==> config.mk <==
export PLATFORM = sky130hd
export DESIGN_NAME = mac_split_acc
export DESIGN_NICKNAME = d
export VERILOG_FILES = /design/src/rtl/mac_pkg.sv /design/src/rtl/mac_rst_sync.sv /design/src/rtl/mac_op_decode.sv /design/src/rtl/mac_lane_mul.sv /design/src/rtl/mac_acc_adder.sv /design/src/rtl/mac_split_acc.sv
export SDC_FILE = /design/constraint.sdc
export NUM_CORES = 2
export LEC_CHECK = 0
export BUFFER_PORTS_ARGS = -buffer_cell sky130_fd_sc_hd__buf_2
export CORE_MARGIN = 1.5
export CORE_UTILIZATION = 60
export DETAILED_ROUTE_END_ITERATION = 10
export PLACE_DENSITY_LB_ADDON = 0.05
export SLEW_MARGIN = 20
export SYNTH_ARGS = -nofsm -noshare
export SYNTH_HDL_FRONTEND = slang
export SYNTH_SLANG_ARGS = --single-unit
==> constraint.sdc <==
create_clock -name clk -period 9.1 [get_ports clk]
set_input_delay 1.82 -clock clk [delete_from_list [all_inputs] [get_ports clk]]
set_output_delay 1.82 -clock clk [all_outputs]
set_load 0.005 [all_outputs]
==> src/rtl/mac_pkg.sv <==
package mac_pkg;

  localparam int OP_W = 4;

  typedef enum logic [OP_W-1:0] {
    OP_MAC_S  = 4'd0,
    OP_MAC_U  = 4'd1,
    OP_MACB_S = 4'd2,
    OP_MACB_U = 4'd3,
    OP_MACH_S = 4'd4,
    OP_MACH_U = 4'd5,
    OP_DMAC_S = 4'd6,
    OP_DMAC_U = 4'd7,
    OP_DMUL_S = 4'd8,
    OP_DMUL_U = 4'd9
  } mac_op_e;

  typedef enum logic [2:0] {
    K_NONE     = 3'd0,
    K_WIDE     = 3'd1,
    K_LOW      = 3'd2,
    K_DUAL_ACC = 3'd3,
    K_DUAL_MUL = 3'd4
  } mac_kind_e;

  typedef enum logic [1:0] {
    SZ_WORD = 2'd0,
    SZ_HALF = 2'd1,
    SZ_BYTE = 2'd2
  } mac_size_e;

  typedef struct packed {
    mac_kind_e kind;
    mac_size_e size;
    logic      sgn;
  } mac_dec_t;

endpackage

==> src/rtl/mac_rst_sync.sv <==
module mac_rst_sync #(
  parameter int STAGES = 2
) (
  input  logic clk,
  input  logic rst_n,
  output logic rst_sync_n
);

  logic [STAGES-1:0] sync_q;

  always_ff @(posedge clk or negedge rst_n) begin
    if (!rst_n) sync_q <= '0;
    else        sync_q <= {sync_q[STAGES-2:0], 1'b1};
  end

  assign rst_sync_n = sync_q[STAGES-1];

endmodule

==> src/rtl/mac_op_decode.sv <==
module mac_op_decode
  import mac_pkg::*;
(
  input  logic [OP_W-1:0] op_i,
  output mac_dec_t        dec_o
);

  always_comb begin
    dec_o.kind = K_NONE;
    dec_o.size = SZ_WORD;
    dec_o.sgn  = 1'b0;
    case (op_i)
      OP_MAC_S:  begin dec_o.kind = K_WIDE;     dec_o.size = SZ_WORD; dec_o.sgn = 1'b1; end
      OP_MAC_U:  begin dec_o.kind = K_WIDE;     dec_o.size = SZ_WORD; dec_o.sgn = 1'b0; end
      OP_MACB_S: begin dec_o.kind = K_LOW;      dec_o.size = SZ_BYTE; dec_o.sgn = 1'b1; end
      OP_MACB_U: begin dec_o.kind = K_LOW;      dec_o.size = SZ_BYTE; dec_o.sgn = 1'b0; end
      OP_MACH_S: begin dec_o.kind = K_WIDE;     dec_o.size = SZ_HALF; dec_o.sgn = 1'b1; end
      OP_MACH_U: begin dec_o.kind = K_WIDE;     dec_o.size = SZ_HALF; dec_o.sgn = 1'b0; end
      OP_DMAC_S: begin dec_o.kind = K_DUAL_ACC; dec_o.size = SZ_HALF; dec_o.sgn = 1'b1; end
      OP_DMAC_U: begin dec_o.kind = K_DUAL_ACC; dec_o.size = SZ_HALF; dec_o.sgn = 1'b0; end
      OP_DMUL_S: begin dec_o.kind = K_DUAL_MUL; dec_o.size = SZ_HALF; dec_o.sgn = 1'b1; end
      OP_DMUL_U: begin dec_o.kind = K_DUAL_MUL; dec_o.size = SZ_HALF; dec_o.sgn = 1'b0; end
      default:   begin dec_o.kind = K_NONE;     dec_o.size = SZ_WORD; dec_o.sgn = 1'b0; end
    endcase
  end

endmodule

==> src/rtl/mac_lane_mul.sv <==
module mac_lane_mul #(
  parameter int W = 16
) (
  input  logic [W-1:0]   a,
  input  logic [W-1:0]   b,
  input  logic           sgn,
  output logic [2*W-1:0] p
);

  localparam int PW = 2 * W;

  logic [PW-1:0] ext_a;
  logic [PW-1:0] ext_b;

  // Sign or zero extension to the full product width makes the low PW bits
  // of an unsigned multiply equal to the signed or unsigned product.
  assign ext_a = {{W{sgn & a[W-1]}}, a};
  assign ext_b = {{W{sgn & b[W-1]}}, b};
  assign p     = ext_a * ext_b;

endmodule

==> src/rtl/mac_acc_adder.sv <==
module mac_acc_adder
  import mac_pkg::*;
#(
  parameter int W = 32
) (
  input  mac_kind_e      kind,
  input  logic [W-1:0]   hi,
  input  logic [W-1:0]   lo,
  input  logic [2*W-1:0] prod_w,
  input  logic [W-1:0]   lane_p0,
  input  logic [W-1:0]   lane_p1,
  output logic [W-1:0]   hi_nx,
  output logic [W-1:0]   lo_nx,
  output logic           ovf_evt
);

  localparam int MSB = W - 1;

  logic [W:0]   lo_sum;
  logic [W-1:0] hi_sum;
  logic [W-1:0] dual_sum;
  logic         carry;

  assign lo_sum   = {1'b0, lo} + {1'b0, prod_w[W-1:0]};
  assign carry    = lo_sum[W];
  assign hi_sum   = hi + prod_w[2*W-1:W] + {{(W-1){1'b0}}, carry};
  assign dual_sum = lo + lane_p0 + lane_p1;

  always_comb begin
    hi_nx   = hi;
    lo_nx   = lo;
    ovf_evt = 1'b0;
    case (kind)
      K_WIDE: begin
        hi_nx   = hi_sum;
        lo_nx   = lo_sum[W-1:0];
        ovf_evt = (hi[MSB] == prod_w[2*W-1]) && (hi_sum[MSB] != prod_w[2*W-1]);
      end
      K_LOW: begin
        lo_nx   = lo_sum[W-1:0];
        ovf_evt = (lo[MSB] == prod_w[MSB]) && (lo_sum[MSB] != prod_w[MSB]);
      end
      K_DUAL_ACC: begin
        lo_nx   = dual_sum;
        ovf_evt = (lo[MSB] == lane_p0[MSB]) && (dual_sum[MSB] != lane_p0[MSB]);
      end
      default: begin
        hi_nx   = hi;
        lo_nx   = lo;
        ovf_evt = 1'b0;
      end
    endcase
  end

endmodule

==> src/rtl/mac_split_acc.sv <==
module mac_split_acc
  import mac_pkg::*;
#(
  parameter int W = 32
) (
  input  logic            clk,
  input  logic            rst_n,
  input  logic            in_valid,
  input  logic [OP_W-1:0] op,
  input  logic [W-1:0]    opa,
  input  logic [W-1:0]    opb,
  input  logic            ovf_clr,
  output logic [W-1:0]    acc_hi,
  output logic [W-1:0]    acc_lo,
  output logic [W-1:0]    aux_q,
  output logic [W-1:0]    res_q,
  output logic            ovf
);

  localparam int HW    = W / 2;
  localparam int BW    = W / 4;
  localparam int PW    = 2 * W;
  localparam int LANES = 2;

  logic     rst_i_n;
  mac_dec_t dec;

  logic [W-1:0]  wide_a;
  logic [W-1:0]  wide_b;
  logic [PW-1:0] prod_w;
  logic [W-1:0]  lane_p [LANES];

  logic [W-1:0] hi_q, lo_q, aux_r, res_r;
  logic         ovf_q;
  logic [W-1:0] hi_nx, lo_nx, aux_nx, res_nx;
  logic         ovf_nx;
  logic         ovf_evt;
  logic         acc_we, mul_we;

  mac_rst_sync #(.STAGES(2)) u_rst (
    .clk        (clk),
    .rst_n      (rst_n),
    .rst_sync_n (rst_i_n)
  );

  mac_op_decode u_dec (
    .op_i  (op),
    .dec_o (dec)
  );

  // Narrow operand fields are widened so one word multiplier serves all
  // single-product modes.
  always_comb begin
    case (dec.size)
      SZ_BYTE: begin
        wide_a = {{(W-BW){dec.sgn & opa[BW-1]}}, opa[BW-1:0]};
        wide_b = {{(W-BW){dec.sgn & opb[BW-1]}}, opb[BW-1:0]};
      end
      SZ_HALF: begin
        wide_a = {{(W-HW){dec.sgn & opa[HW-1]}}, opa[HW-1:0]};
        wide_b = {{(W-HW){dec.sgn & opb[HW-1]}}, opb[HW-1:0]};
      end
      default: begin
        wide_a = opa;
        wide_b = opb;
      end
    endcase
  end

  mac_lane_mul #(.W(W)) u_wide_mul (
    .a   (wide_a),
    .b   (wide_b),
    .sgn (dec.sgn),
    .p   (prod_w)
  );

  for (genvar g = 0; g < LANES; g++) begin : g_lane
    mac_lane_mul #(.W(HW)) u_lane_mul (
      .a   (opa[g*HW +: HW]),
      .b   (opb[g*HW +: HW]),
      .sgn (dec.sgn),
      .p   (lane_p[g])
    );
  end

  mac_acc_adder #(.W(W)) u_add (
    .kind    (dec.kind),
    .hi      (hi_q),
    .lo      (lo_q),
    .prod_w  (prod_w),
    .lane_p0 (lane_p[0]),
    .lane_p1 (lane_p[1]),
    .hi_nx   (hi_nx),
    .lo_nx   (lo_nx),
    .ovf_evt (ovf_evt)
  );

  // Next-state and enables
  always_comb begin
    acc_we = in_valid && ((dec.kind == K_WIDE) || (dec.kind == K_LOW) ||
                          (dec.kind == K_DUAL_ACC));
    mul_we = in_valid && (dec.kind == K_DUAL_MUL);
    aux_nx = lane_p[0];
    res_nx = lane_p[1];
    ovf_nx = (acc_we && ovf_evt) || (ovf_q && !ovf_clr);
  end

  // State registers
  always_ff @(posedge clk or negedge rst_i_n) begin
    if (!rst_i_n) begin
      hi_q  <= '0;
      lo_q  <= '0;
      aux_r <= '0;
      res_r <= '0;
      ovf_q <= 1'b0;
    end else begin
      if (acc_we) begin
        hi_q <= hi_nx;
        lo_q <= lo_nx;
      end
      if (mul_we) begin
        aux_r <= aux_nx;
        res_r <= res_nx;
      end
      ovf_q <= ovf_nx;
    end
  end

  assign acc_hi = hi_q;
  assign acc_lo = lo_q;
  assign aux_q  = aux_r;
  assign res_q  = res_r;
  assign ovf    = ovf_q;

endmodule

==> impl_metrics.env <==
export IMPL_synth_warnings=0
export IMPL_grt_pass1_wl_mm=344
export IMPL_synth_area_leader_cell="fa_1"
export IMPL_grt_total_usage_pct=39.1
export IMPL_syn_area_um2=68500
export IMPL_hp_class="register to async pin"
export IMPL_drt_pass1_iter_count=10
export IMPL_dieArea_um2=116000
export IMPL_placed_cells_incl_taps=10180
export IMPL_wire_per_inst_um=21.3
export IMPL_synth_seq_cells=131
export IMPL_netlist_instances=7663
export IMPL_tritoncts="yes"
export IMPL_synth_edf_count=0
export IMPL_reg2reg_from="acc_lo[0]"
export IMPL_crit_path_end_kind="register"
export IMPL_grt_ovfl_total=0
export IMPL_coreArea_um2=113000
export IMPL_clkTransAtPathRegs_ns=0.05
export IMPL_async_flop_share_pct=100
export IMPL_status="finished with violations"
export IMPL_h_tree_depth=4
export IMPL_timing_hold_ws_ns=0.169
export IMPL_clock_path_buffers=3
export IMPL_netlist_area_leader_share_pct=50.4
export IMPL_synth_top_cells_by_area="fa_1 (50%), inv_1 (10%), ha_1 (8.6%)"
export IMPL_worstSetupStartpointType="primary input"
export IMPL_core_rowCount=123
export IMPL_violations="negative setup slack"
export IMPL_grt_max_degree=105
export IMPL_port_buffers=200
export IMPL_setup_slack_ns=-3.92
export IMPL_cts_made_buffers=25
export IMPL_fin_nets=11080
export IMPL_r2r_end="acc_hi[30]"
export IMPL_slowest_delay_ns=0.55
export IMPL_maxCapViolations=0
export IMPL_areaGrowthSynthToFinish_pct=21.3
export IMPL_period_share_pct=143
export IMPL_grt_pass1_vias=61931
export IMPL_finClkSkew_ns=0.0282
export IMPL_relSlewSlack_pct=38.4
export IMPL_r2r_cells=28
export IMPL_antenna_found_initial=10
export IMPL_die_h_um=341
export IMPL_setup_viol=53
export IMPL_synth_flop_cell="dfrtp_1"
export IMPL_vias=56633
export IMPL_layoutNonFillerInstCount=10328
export IMPL_worst_pin_slew_ns=0.923
export IMPL_layout_min_cycle_time_ns=13.02
export IMPL_hpwl_mm=188
export IMPL_ant_nets=0
export IMPL_cp_max_fo=5
export IMPL_ios=201
export IMPL_arrival_ns=13.45
export IMPL_r2r_setup_slack_ns=2.74
export IMPL_gp_congestion=0.993
export IMPL_postSynthAreaPerCell_um2=8.94
export IMPL_final_hold_violation_count=0
export IMPL_timing_fmax_mhz=76.8
export IMPL_die_x_um=341
export IMPL_worst_path_max_delay_cell="fa_1"
export IMPL_synthTopCellsByCount="inv_1 (1855), fa_1 (1724), nand2_1 (1174)"
export IMPL_vias_per_cell=5.48
export IMPL_crit_required_ns=9.53
export IMPL_yosysMostFrequentCell="inv_1"
export IMPL_hold_buffers=0
export IMPL_wl_mm=220
export IMPL_rsz0062_at_grt="yes"
export IMPL_drive_above_1_share_pct=21.4
export IMPL_insertion_delay_ns=0.51
export IMPL_synth_yosys_seq_area_share_pct=4.78
export IMPL_drt_initial_drc_count=3349
export IMPL_final_max_slew_viol_count=0
export IMPL_drcViolationCount=0
export IMPL_fillCellCount=8626
export IMPL_cts_root_buf="clkbuf_16"
export IMPL_yosysUniqueCellTypes=94
export IMPL_path_class="primary input to register"
export IMPL_syn_nets=9928
export IMPL_start_util_pct=60.7
export IMPL_clock_sinks=131
[cells in the final DEF (no fill, tap or decap), types with 36 or more instances in the layout]
cell type	count
a21o_1	115
o21ai_1	47
dfrtp_1	130
and2_1	337
buf_12	36
o21ai_0	141
buf_6	66
buf_4	1154
nor2_1	311
inv_1	1828
a21oi_4	37
fa_1	1697
xor2_1	68
nand3_1	53
a21oi_2	60
ha_1	433
buf_2	194
a21oi_1	137
nand2_1	1158
xnor2_1	151
[flip-flops by register name, summed over array words and instances (netlist names)]
signal	cells
aux_q	32
u_rst.sync_q	2
acc_hi	32
acc_lo	32
ovf	1
res_q	32
[per-stage QoR]
step                util, %  TNS [ns]  instance area [µm²]  worst slack (ns)
finish                 73.7   -123.43                83100             -3.92
global route           73.7   -140.69                83100             -4.32
floorplan                 -   -112.83                69200             -3.82
detailed placement     70.7   -161.05                79700             -4.70
global placement       70.7   -152.67                79700             -4.48
CTS                    72.8   -114.42                82100             -3.69
[routing by layer]
metal | GRT usage [%] | wire (µm) | part of all wire (%)
met5 | 0 | 0 | 0
met3 | 5.68 | 15400 | 7.0
met4 | 28.3 | 19800 | 9.0
met2 | 64.4 | 106000 | 48
met1 | 47.2 | 78500 | 36
[how the worst max path moves through the flow]
| stage | start | depth (start not counted) | to |
|---|---|---|---|
| 5_1_grt | op[3] | 60 | acc_hi[28] |
| 4_1_cts | op[3] | 50 | acc_hi[28] |
| 3_5_place_dp | op[2] | 49 | acc_hi[28] |
| 6_report | op[3] | 60 | acc_hi[30] |
| 3_3_place_gp | op[2] | 51 | acc_hi[28] |
| 2_1_floorplan | op[3] | 52 | acc_hi[28] |
[critical path, delay by kind of cell]
family	cells	cell delay (ns)
AND/OR/NAND/NOR	15	1.88
adder cells (fa/ha/maj)	13	5.24
multiplexers	1	0.35
AO/OA/AOI/OAI	19	3.18
XOR/XNOR	1	0.15
buffers and inverters	11	0.82
[area by class of cell]
class / count / area [µm²] / share of cell area (%)
multi-input combinational: 5332 / 59000 / 70.9
timing repair buffer: 1463 / 11300 / 13.6
inverter: 1862 / 7000 / 8.42
sequential: 131 / 3280 / 3.95
tap: 1500 / 1880 / 2.26
clock buffer: 29 / 651 / 0.782
clock inverter: 3 / 42.5 / 0.0512
antenna: 8 / 20.0 / 0.0241
[what timing repair did]
action	4_1_cts	5_1_grt
resized for setup	271	160
setup endpoints to repair	53	53
buffers inserted	74	46
pin swaps	168	141
gates cloned	3	1
[logic make-up (layout without fill, tap and decap cells)]
family          Yosys count  after routing  share of synthesized area [%]
compound gates          789            789                           7.39
xor+xnor                233            233                           2.98
fa+ha+maj              2193           2193                           58.9
buf+inv                2201           3357                           12.1
flops                   131            131                           4.78
mux                       9              9                          0.139
other cells               1              9                        0.00547
simple gates           2106           2107                           13.7
Power is left out: the tool's default activity adds up to more than one toggle a clock period on the data nets, which glitch-free logic cannot reach.
